`config.mk`:
```
export PLATFORM = sky130hd
export DESIGN_NAME = cfg_rx_loader
export DESIGN_NICKNAME = d
export VERILOG_FILES = /design/src/rtl/cfg_rx_pkg.sv /design/src/rtl/cfg_rx_frontend.sv /design/src/rtl/cfg_rx_sync_hunt.sv /design/src/rtl/cfg_rx_word_asm.sv /design/src/rtl/cfg_rx_status.sv /design/src/rtl/cfg_rx_loader.sv
export SDC_FILE = /design/constraint.sdc
export NUM_CORES = 1
export LEC_CHECK = 0
export CAP_MARGIN = 20
export CORE_ASPECT_RATIO = 0.7
export CORE_MARGIN = 2
export CORE_UTILIZATION = 30
export DETAILED_ROUTE_END_ITERATION = 6
export GPL_TIMING_DRIVEN = 1
export PLACE_DENSITY_LB_ADDON = 0.08
export SLEW_MARGIN = 20
export SYNTH_ARGS = -nofsm -noshare
export SYNTH_HDL_FRONTEND = slang
export SYNTH_SLANG_ARGS = --single-unit
```
`constraint.sdc`:
```
create_clock -name clk_i -period 4.2 [get_ports clk_i]
set_input_delay 0.84 -clock clk_i [delete_from_list [all_inputs] [get_ports clk_i]]
set_output_delay 0.84 -clock clk_i [all_outputs]
set_load 0.005 [all_outputs]
```
`src/rtl/cfg_rx_pkg.sv`:
```
package cfg_rx_pkg;
  localparam int unsigned WORD_W = 32;

  typedef enum logic [2:0] {
    ST_IDLE,
    ST_HUNT,
    ST_REGS,
    ST_LOAD,
    ST_POST,
    ST_DONE,
    ST_DISCARD
  } ld_state_e;
endpackage

```
`src/rtl/cfg_rx_frontend.sv`:
```
module cfg_rx_frontend #(
  parameter int unsigned SYNC_STAGES = 2
) (
  input  logic clk_i,
  input  logic rst_ni,
  input  logic sck_i,
  input  logic cs_ni,
  input  logic si_i,
  output logic bit_vld_o,
  output logic bit_o,
  output logic cs_act_o
);
  // vector order {sck, cs_n, si}; idle value has select high
  localparam logic [2:0] IDLE_V = 3'b010;

  logic [SYNC_STAGES-1:0][2:0] sync_q;
  logic                        sck_prev_q;

  for (genvar s = 0; s < SYNC_STAGES; s++) begin : g_sync
    if (s == 0) begin : g_first
      always_ff @(posedge clk_i or negedge rst_ni) begin
        if (!rst_ni) sync_q[s] <= IDLE_V;
        else         sync_q[s] <= {sck_i, cs_ni, si_i};
      end
    end else begin : g_next
      always_ff @(posedge clk_i or negedge rst_ni) begin
        if (!rst_ni) sync_q[s] <= IDLE_V;
        else         sync_q[s] <= sync_q[s-1];
      end
    end
  end

  always_ff @(posedge clk_i or negedge rst_ni) begin
    if (!rst_ni) sck_prev_q <= 1'b0;
    else         sck_prev_q <= sync_q[SYNC_STAGES-1][2];
  end

  assign cs_act_o  = ~sync_q[SYNC_STAGES-1][1];
  assign bit_o     = sync_q[SYNC_STAGES-1][0];
  assign bit_vld_o = sync_q[SYNC_STAGES-1][2] & ~sck_prev_q & cs_act_o;
endmodule

```
`src/rtl/cfg_rx_sync_hunt.sv`:
```
module cfg_rx_sync_hunt #(
  parameter int unsigned       W    = 32,
  parameter logic [W-1:0]      SYNC = 32'h11FF22AA
) (
  input  logic clk_i,
  input  logic rst_ni,
  input  logic clr_i,
  input  logic bit_vld_i,
  input  logic bit_i,
  output logic match_o,
  output logic miss_o
);
  function automatic int low_one(input logic [W-1:0] v);
    int n;
    n = 0;
    for (int i = W - 1; i >= 0; i--) if (v[i]) n = i;
    return n;
  endfunction

  localparam int unsigned TZ    = low_one(SYNC);
  localparam int unsigned LIMIT = W - TZ;
  localparam int unsigned CW    = $clog2(W + 1);

  logic [W-1:0]  sh_q, sh_n;
  logic [CW-1:0] cnt_q, cnt_n;
  logic          seen;

  assign sh_n    = {bit_i, sh_q[W-1:1]};
  assign seen    = (cnt_q != '0) || bit_i;
  assign cnt_n   = cnt_q + 1'b1;
  assign match_o = bit_vld_i && (sh_n == SYNC);
  // decision point: the first 1 has travelled to its place in the sync word
  assign miss_o  = bit_vld_i && seen && (cnt_n == CW'(LIMIT)) && !match_o;

  always_ff @(posedge clk_i or negedge rst_ni) begin
    if (!rst_ni) begin
      sh_q  <= '0;
      cnt_q <= '0;
    end else if (clr_i) begin
      sh_q  <= '0;
      cnt_q <= '0;
    end else if (bit_vld_i) begin
      sh_q <= sh_n;
      if (seen && cnt_q != CW'(LIMIT)) cnt_q <= cnt_n;
    end
  end
endmodule

```
`src/rtl/cfg_rx_word_asm.sv`:
```
module cfg_rx_word_asm #(
  parameter int unsigned W = 32
) (
  input  logic         clk_i,
  input  logic         rst_ni,
  input  logic         clr_i,
  input  logic         bit_vld_i,
  input  logic         bit_i,
  output logic         word_vld_o,
  output logic [W-1:0] word_o
);
  localparam int unsigned BW = $clog2(W);

  logic [W-1:0]  sh_q;
  logic [BW-1:0] bit_cnt_q;

  assign word_o     = {bit_i, sh_q[W-1:1]};
  assign word_vld_o = bit_vld_i && (bit_cnt_q == BW'(W - 1));

  always_ff @(posedge clk_i or negedge rst_ni) begin
    if (!rst_ni) begin
      sh_q      <= '0;
      bit_cnt_q <= '0;
    end else if (clr_i) begin
      bit_cnt_q <= '0;
    end else if (bit_vld_i) begin
      sh_q      <= word_o;
      bit_cnt_q <= bit_cnt_q + 1'b1;
    end
  end


  cnt_stable_chk: assert property (@(posedge clk_i) disable iff (!rst_ni)
    !bit_vld_i && !clr_i |=> $stable(bit_cnt_q));
endmodule

```
`src/rtl/cfg_rx_status.sv`:
```
module cfg_rx_status #(
  parameter int unsigned STROBE_CLKS = 375
) (
  input  logic clk_i,
  input  logic rst_ni,
  input  logic done_i,
  input  logic strobe_i,
  output logic config_o
);
  localparam int unsigned SW = $clog2(STROBE_CLKS + 1);

  logic [SW-1:0] strobe_cnt_q;
  logic          done_q;

  always_ff @(posedge clk_i or negedge rst_ni) begin
    if (!rst_ni) begin
      strobe_cnt_q <= '0;
      done_q       <= 1'b0;
    end else begin
      done_q <= done_i;
      if (strobe_i)                strobe_cnt_q <= SW'(STROBE_CLKS);
      else if (strobe_cnt_q != '0) strobe_cnt_q <= strobe_cnt_q - 1'b1;
    end
  end

  assign config_o = done_q | (strobe_cnt_q != '0);


  done_hold_chk: assert property (@(posedge clk_i) disable iff (!rst_ni)
    done_i |=> config_o);
endmodule

```
`src/rtl/cfg_rx_loader.sv`:
```
module cfg_rx_loader
  import cfg_rx_pkg::*;
#(
  parameter int unsigned             PAYLOAD_WORDS = 11264,
  parameter int unsigned             REG_WORDS     = 9,
  parameter int unsigned             RST_CYCLES    = 64,
  parameter int unsigned             STROBE_CLKS   = 375,
  parameter int unsigned             SYNC_STAGES   = 2,
  parameter logic [WORD_W-1:0]       SYNC_WORD     = 32'h11FF22AA,
  localparam int unsigned            AW  = (PAYLOAD_WORDS > 1) ? $clog2(PAYLOAD_WORDS) : 1
) (
  input  logic                        clk_i,
  input  logic                        rst_ni,
  input  logic                        sck_i,
  input  logic                        cs_ni,
  input  logic                        si_i,
  output logic                        config_o,
  output logic                        chip_rst_o,
  output logic                        wr_en_o,
  output logic [AW-1:0]               wr_addr_o,
  output logic [WORD_W-1:0]           wr_data_o,
  output logic [REG_WORDS*WORD_W-1:0] regs_o
);
  localparam int unsigned MAXW = (PAYLOAD_WORDS > REG_WORDS) ? PAYLOAD_WORDS : REG_WORDS;
  localparam int unsigned CW   = $clog2(MAXW) + 1;
  localparam int unsigned RIW  = (REG_WORDS > 1) ? $clog2(REG_WORDS) : 1;
  localparam int unsigned PW   = $clog2(RST_CYCLES + 1);

  ld_state_e                            state_q;
  logic [CW-1:0]                        word_cnt_q;
  logic [PW-1:0]                        post_cnt_q;
  logic                                 wr_en_q;
  logic [AW-1:0]                        wr_addr_q;
  logic [WORD_W-1:0]                    wr_data_q;
  logic [REG_WORDS-1:0][WORD_W-1:0]     regs_q;

  logic              bit_vld, bit_val, cs_act;
  logic              hunt_vld, sync_hit, sync_miss;
  logic              asm_clr, word_vld;
  logic [WORD_W-1:0] word;

  cfg_rx_frontend #(.SYNC_STAGES(SYNC_STAGES)) u_front (
    .clk_i    (clk_i),
    .rst_ni   (rst_ni),
    .sck_i    (sck_i),
    .cs_ni    (cs_ni),
    .si_i     (si_i),
    .bit_vld_o(bit_vld),
    .bit_o    (bit_val),
    .cs_act_o (cs_act)
  );

  assign hunt_vld = bit_vld && (state_q == ST_HUNT);

  cfg_rx_sync_hunt #(.W(WORD_W), .SYNC(SYNC_WORD)) u_hunt (
    .clk_i    (clk_i),
    .rst_ni   (rst_ni),
    .clr_i    (state_q == ST_IDLE),
    .bit_vld_i(hunt_vld),
    .bit_i    (bit_val),
    .match_o  (sync_hit),
    .miss_o   (sync_miss)
  );

  assign asm_clr = !(state_q == ST_REGS || state_q == ST_LOAD);

  cfg_rx_word_asm #(.W(WORD_W)) u_asm (
    .clk_i     (clk_i),
    .rst_ni    (rst_ni),
    .clr_i     (asm_clr),
    .bit_vld_i (bit_vld),
    .bit_i     (bit_val),
    .word_vld_o(word_vld),
    .word_o    (word)
  );

  cfg_rx_status #(.STROBE_CLKS(STROBE_CLKS)) u_status (
    .clk_i   (clk_i),
    .rst_ni  (rst_ni),
    .done_i  (state_q == ST_DONE),
    .strobe_i(sync_miss),
    .config_o(config_o)
  );

  always_ff @(posedge clk_i or negedge rst_ni) begin
    if (!rst_ni) begin
      state_q    <= ST_IDLE;
      word_cnt_q <= '0;
      post_cnt_q <= '0;
      wr_en_q    <= 1'b0;
      wr_addr_q  <= '0;
      wr_data_q  <= '0;
      regs_q     <= '0;
    end else begin
      wr_en_q <= 1'b0;
      unique case (state_q)
        ST_IDLE: if (cs_act) state_q <= ST_HUNT;
        ST_HUNT: begin
          if (!cs_act) state_q <= ST_IDLE;
          else if (sync_hit) begin
            state_q    <= ST_REGS;
            word_cnt_q <= '0;
          end else if (sync_miss) state_q <= ST_DISCARD;
        end
        ST_REGS: begin
          if (!cs_act) state_q <= ST_IDLE;
          else if (word_vld) begin
            regs_q[word_cnt_q[RIW-1:0]] <= word;
            if (word_cnt_q == CW'(REG_WORDS - 1)) begin
              state_q    <= ST_LOAD;
              word_cnt_q <= '0;
            end else word_cnt_q <= word_cnt_q + 1'b1;
          end
        end
        ST_LOAD: begin
          if (!cs_act) state_q <= ST_IDLE;
          else if (word_vld) begin
            wr_en_q   <= 1'b1;
            wr_addr_q <= word_cnt_q[AW-1:0];
            wr_data_q <= word;
            if (word_cnt_q == CW'(PAYLOAD_WORDS - 1)) begin
              state_q    <= ST_POST;
              post_cnt_q <= '0;
            end else word_cnt_q <= word_cnt_q + 1'b1;
          end
        end
        ST_POST: begin
          if (!cs_act) state_q <= ST_IDLE;
          else if (bit_vld) begin
            if (post_cnt_q == PW'(RST_CYCLES - 1)) state_q <= ST_DONE;
            else post_cnt_q <= post_cnt_q + 1'b1;
          end
        end
        ST_DONE: ;
        ST_DISCARD: if (!cs_act) state_q <= ST_IDLE;
        default: state_q <= ST_IDLE;
      endcase
    end
  end

  assign chip_rst_o = (state_q == ST_POST);
  assign wr_en_o    = wr_en_q;
  assign wr_addr_o  = wr_addr_q;
  assign wr_data_o  = wr_data_q;
  assign regs_o     = regs_q;


  post_excl_chk: assert property (@(posedge clk_i) disable iff (!rst_ni)
    chip_rst_o |-> !config_o);


  wr_gap_chk: assert property (@(posedge clk_i) disable iff (!rst_ni)
    wr_en_o |=> !wr_en_o);


  wr_range_chk: assert property (@(posedge clk_i) disable iff (!rst_ni)
    wr_en_o |-> (int'(wr_addr_o) < int'(PAYLOAD_WORDS)));


  abort_idle_chk: assert property (@(posedge clk_i) disable iff (!rst_ni)
    (state_q inside {ST_HUNT, ST_REGS, ST_LOAD, ST_POST}) && !cs_act
      |=> state_q == ST_IDLE);
endmodule

```
Word-level counts from Yosys, hierarchy flattened

Index checks and enable logic that the tools add are counted.

Add/sub/neg operators: 5
Order comparisons: 2
Equality and inequality tests: 34
Multiplexer cells: 46
Bitwise operators: 6
Reduce and logical (&&, ||, !) cells: 26

Operator list:

| kind                                                  | number |
|---|---|
| bitwise mux 288 bit                                   | 1 |
| demux 32 bit (select 4 bit)                           | 1 |
| two-way mux 15 bit                                    | 8 |
| two-way mux 32 bit                                    | 3 |
| case mux 15 bit (3 select lines)                      | 1 |
| two-way mux 3 bit                                     | 14 |
| two-way mux 7 bit                                     | 6 |
| equality test 32 x 29 -> 1 bit, second input constant | 1 |
| case mux 3 bit (7 select lines)                       | 1 |
| two-way mux 6 bit                                     | 3 |
| two-way mux 9 bit                                     | 2 |
| inequality test 3 x 1 -> 1 bit, second input constant | 6 |
| inequality test 2 bit, second input constant          | 8 |
| adder 15 x 1 -> 15 bit, second input constant         | 1 |
| equality test 15 x 14 -> 1 bit, second input constant | 1 |
| equality test 15 x 4 -> 1 bit, second input constant  | 1 |
| case mux 7 bit (2 select lines)                       | 1 |
| inequality test 2 x 1 -> 1 bit, second input constant | 6 |
| two-way mux 5 bit                                     | 2 |
| AND reduction 10 bit                                  | 1 |
| equality test 3 bit, second input constant            | 3 |
| nonzero test 9 bit                                    | 1 |
| subtractor 9 x 1 -> 9 bit, second input constant      | 1 |
| logical AND 1 bit                                     | 8 |
| other kinds (26)                                      | 38 |

Register bits after elaboration: 452

Longest topological paths before layout

Depth after elaboration: 11
Mapped depth: 11
Mapped depth without buffers: 9

Cells and area by module

A second synthesis with hierarchy kept.

Cell total of the unflattened synthesis: 1221
Area total of the unflattened synthesis: 18228.7 um^2

Modules (own cells, without submodules):

| module           | times used | cells an instance | area each (um^2) | seq. area each (um^2) |
|---|---|---|---|---|
| cfg_rx_loader    | 1          | 907               | 14116.0          | 9008.6 |
| cfg_rx_sync_hunt | 1          | 161               | 1780.5           | 925.9 |
| cfg_rx_word_asm  | 1          | 90                | 1585.3           | 900.9 |
| cfg_rx_status    | 1          | 54                | 553.0            | 250.2 |
| cfg_rx_frontend  | 1          | 9                 | 193.9            | 177.7 |

Worst setup path after synthesis

Ideal clock, no wire load.

Kind: reg2out
From: register u_status.strobe_cnt_q[3]
To: output config_o
Data arrival time: 1568 ps
Required time: 3360 ps
Path slack: 1792 ps
Cell stages (with the launch flop): 4
Path buffers: 0
Cell sequence: dfrtp_1 or4_1 nor4_2 nand2b_1

Cells in the longest elaborated chain, start to end: 2

RTL lines:

| element                | RTL line            | source |
|---|---|---|
| start, declared        | cfg_rx_status.sv:12 | `logic [SW-1:0] strobe_cnt_q;` |
| start signal, assigned | cfg_rx_status.sv:21 | `if (strobe_i) strobe_cnt_q <= SW'(STROBE_CLKS);` |
| start signal, assigned | cfg_rx_status.sv:22 | `else if (strobe_cnt_q != '0) strobe_cnt_q <= strobe_cnt_q - 1'b1;` |
| nonzero test 9 bit     | cfg_rx_status.sv:26 | `assign config_o = done_q \| (strobe_cnt_q != '0);` |
| OR 1 bit               | cfg_rx_status.sv:26 |  |
| end, declared          | cfg_rx_loader.sv:17 | `output logic config_o,` |

Every way passes these cells.

Worst setup path after layout

Ends and elaborated chain as after synthesis.

==> impl_metrics.ini <==
[clock_network]
hold_buffers = 0
cts_tree = done
cts_setup_buffers = 0
post_cts_resize_count = 0
cts_buffers = 47
clock_path_buffers = 3
cts_root_buf = clkbuf_16
cts_sinks = 450
clk_latency_ps = 590
path_clk_slew_ps = 60
htreeDepth = 2

[synth]
yosysWarnings = 0
ys_seq_area_share_pct = 63.0
synth_area_per_cell_um2 = 13.1
syn_inst = 1369
synth_adder_area_share_pct = 0.826
synth_compound_area_share_pct = 3.77
synth-edff-count = 0
ys_types = 62
netlist_area_um2 = 17900
ys_async_sr_fraction_pct = 100
synth_top_family_by_area = multiplexers
yosys.area_share.xor_xnor_pct = 0.735
synth_flop_cell = dfrtp_1
ys_ff_latch = 450
syn_nets = 1385
yosys-mux-area-fraction_pct = 20.2
synthSimpleGateAreaFrac_pct = 8.99

[timing]
hold_violations = 0
setup_ws_ps = 609
maxSlewViolCount = 0
whs_ps = 251
skew_ps = 23.4
fin_tns_setup_ps = 0
setup_violations = 0
period_share_pct = 85.5
max_clock_freq_mhz = 278
min_period_ps = 3590
grt_setup_unrepaired = false
tightest_slew_ps = 1050
relSlewSlack_pct = 29.4

[flow_run]
drv_cap = 0

[setup_path]
cp.arrival_ps = 2750
required_ps = 3360
crit_type = reg2out
worst-path-max-fanout = 7
worstSetupEndpointType = primary output
crit_path_start_kind = flop

[layout]
fin_area_um2 = 23800
fill_cells = 5535
layout_commonest_cell = dfrtp_1
multiInputGateArea_um2 = 6200
layout_common_cells = dfrtp_1, clkdlybuf4s50_1, mux2_2
diodes = 0
final_layout_size_suffix_gt1_share_pct = 25.6
areaGrowthSynthToFinish_pct = 33.1
nets = 1708
regArea_um2 = 11300

[detailed_routing]
routed-wl-met2_mm = 23.9
top_layer_used = met4
routed_via_density = 4.67
drc_errors = 0
wirelength_mm = 53.6
drtAntennaViolNets = 0
firstDrtPassIters = 5
wl_met3_mm = 4.06
drtIter0Drc = 532
drt-met1-wl_mm = 24.6
num_vias = 11781
post_drt_wl_per_cell_um = 21.3

[global_routing]
grt_usage_pct = 17.5
overflow = 0
antenna_found_initial = 0
grt_pass1_wl_mm = 81.2
first_global_vias = 12067
grt_max_degree = 102

[pwr]
p_per_area_nw_per_um2 = 394
peakVddDrop_uv = 253
leakage_nw = 11.3

[die]
core_area_um2 = 58600
die_w_um = 296
die_h_um = 208
die_area_um2 = 61600
start_util_pct = 30.5
rows = 74
ios = 342

[run_status]
outcome = completed

[placement]
place.gp.congestion = 0.749
placed_area_um2 = 22200
dpl.hpwl_mm = 34.9
place_ws_ps = 1010
io_buffers = 341

[worst_hold_path]
hold_class = in2async
## metrics by stage
stage | utilization, % | total power, mW | std cells
floorplan | - | 4.93 | 1369
global placement | 37.9 | 5.21 | 2441
detailed placement | 37.9 | 5.21 | 2441
CTS | 40.6 | 9.54 | 2523
global route | 40.6 | 9.79 | 2523
finish | 40.6 | 9.37 | 2523
## cell usage after synthesis, types with 4 or more instances
| cell | n | share of area (%) |
|---|---|---|
| nor2_1 | 28 | 0.59 |
| xnor2_1 | 6 | 0.29 |
| nor2b_1 | 6 | 0.21 |
| nand3_1 | 9 | 0.25 |
| nor3_1 | 8 | 0.22 |
| nand4_1 | 8 | 0.28 |
| buf_2 | 4 | 0.11 |
| a21oi_1 | 42 | 1.2 |
| nand2_1 | 234 | 4.9 |
| buf_1 | 22 | 0.46 |
| o21ai_0 | 26 | 0.73 |
| o31ai_1 | 8 | 0.34 |
| a31oi_1 | 6 | 0.21 |
| ha_1 | 11 | 0.77 |
| dfrtp_1 | 448 | 63 |
| xor2_1 | 9 | 0.44 |
| o21ai_1 | 6 | 0.17 |
| inv_1 | 12 | 0.25 |
| nand4b_1 | 4 | 0.20 |
| mux2_1 | 11 | 0.69 |
| and3_1 | 5 | 0.18 |
| nor4b_1 | 4 | 0.20 |
| mux2_2 | 308 | 19 |
| nand2b_1 | 11 | 0.39 |
| o31ai_2 | 5 | 0.35 |
| clkbuf_1 | 71 | 1.5 |
## flip-flops by register name (all words and copies together) (netlist names), 6 cells and up
signal / cells
word_cnt_q: 15
u_hunt.sh_q: 31
regs_o: 288
u_status.strobe_cnt_q: 9
u_hunt.cnt_q: 6
post_cnt_q: 7
wr_data_o: 32
u_asm.sh_q: 31
wr_addr_o: 14
## per-layer routing
metal  GRT usage (%)  vias to the layer above
li1                -                     5340
met1            24.2                     6114
met2            26.3                      263
met3            5.86                       64
met4            4.13                        0
met5               0                        -
## where the power goes
group | internal [mW] | switching [mW] | total, mW
clock | 2.48 | 1.76 | 4.25
combinational | 0.192 | 0.400 | 0.592
sequential | 4.39 | 0.146 | 4.53
## area by class of cell
type / instances / area share, %
inverter: 13 / 0.205
timing repair buffer: 374 / 15.7
sequential: 450 / 47.3
clock inverter: 10 / 0.484
multi-input combinational: 806 / 26.0
tap: 798 / 4.20
clock buffer: 72 / 6.06
## cell families after synthesis
logic type / Yosys count
DFF: 450
and+or+nand+nor: 349
muxes: 320
buffers and inverters: 113
AOI/OAI and AO/OA: 110
xor gates and xnor gates: 15
adders and majority gates: 12
## path summary, 6_finish.rpt
| check | slack [ps] | end | cells after the start | from |
|---|---|---|---|---|
| max in group asynchronous | 2890 | regs_o[241] | 2 | rst_ni |
| max | 610 | config_o | 4 | u_status.strobe_cnt_q[3] |
| min in group clk_i | 360 | u_front.sync_q[4] | 0 | u_front.sync_q[1] |
| max reg2reg | 960 | regs_o[101] | 9 | u_asm.bit_cnt_q[0] |
| min | 250 | regs_o[286] | 1 | rst_ni |
| min reg2reg | 360 | u_front.sync_q[4] | 0 | u_front.sync_q[1] |
## worst max-delay path, stage by stage, from the launching register on
cell,delay (ps)
dfrtp_1,420
or4_1,590
nor4_2,590
nand2b_1,120
clkdlybuf4s50_1,470
(Power assumes the default switching activity.)
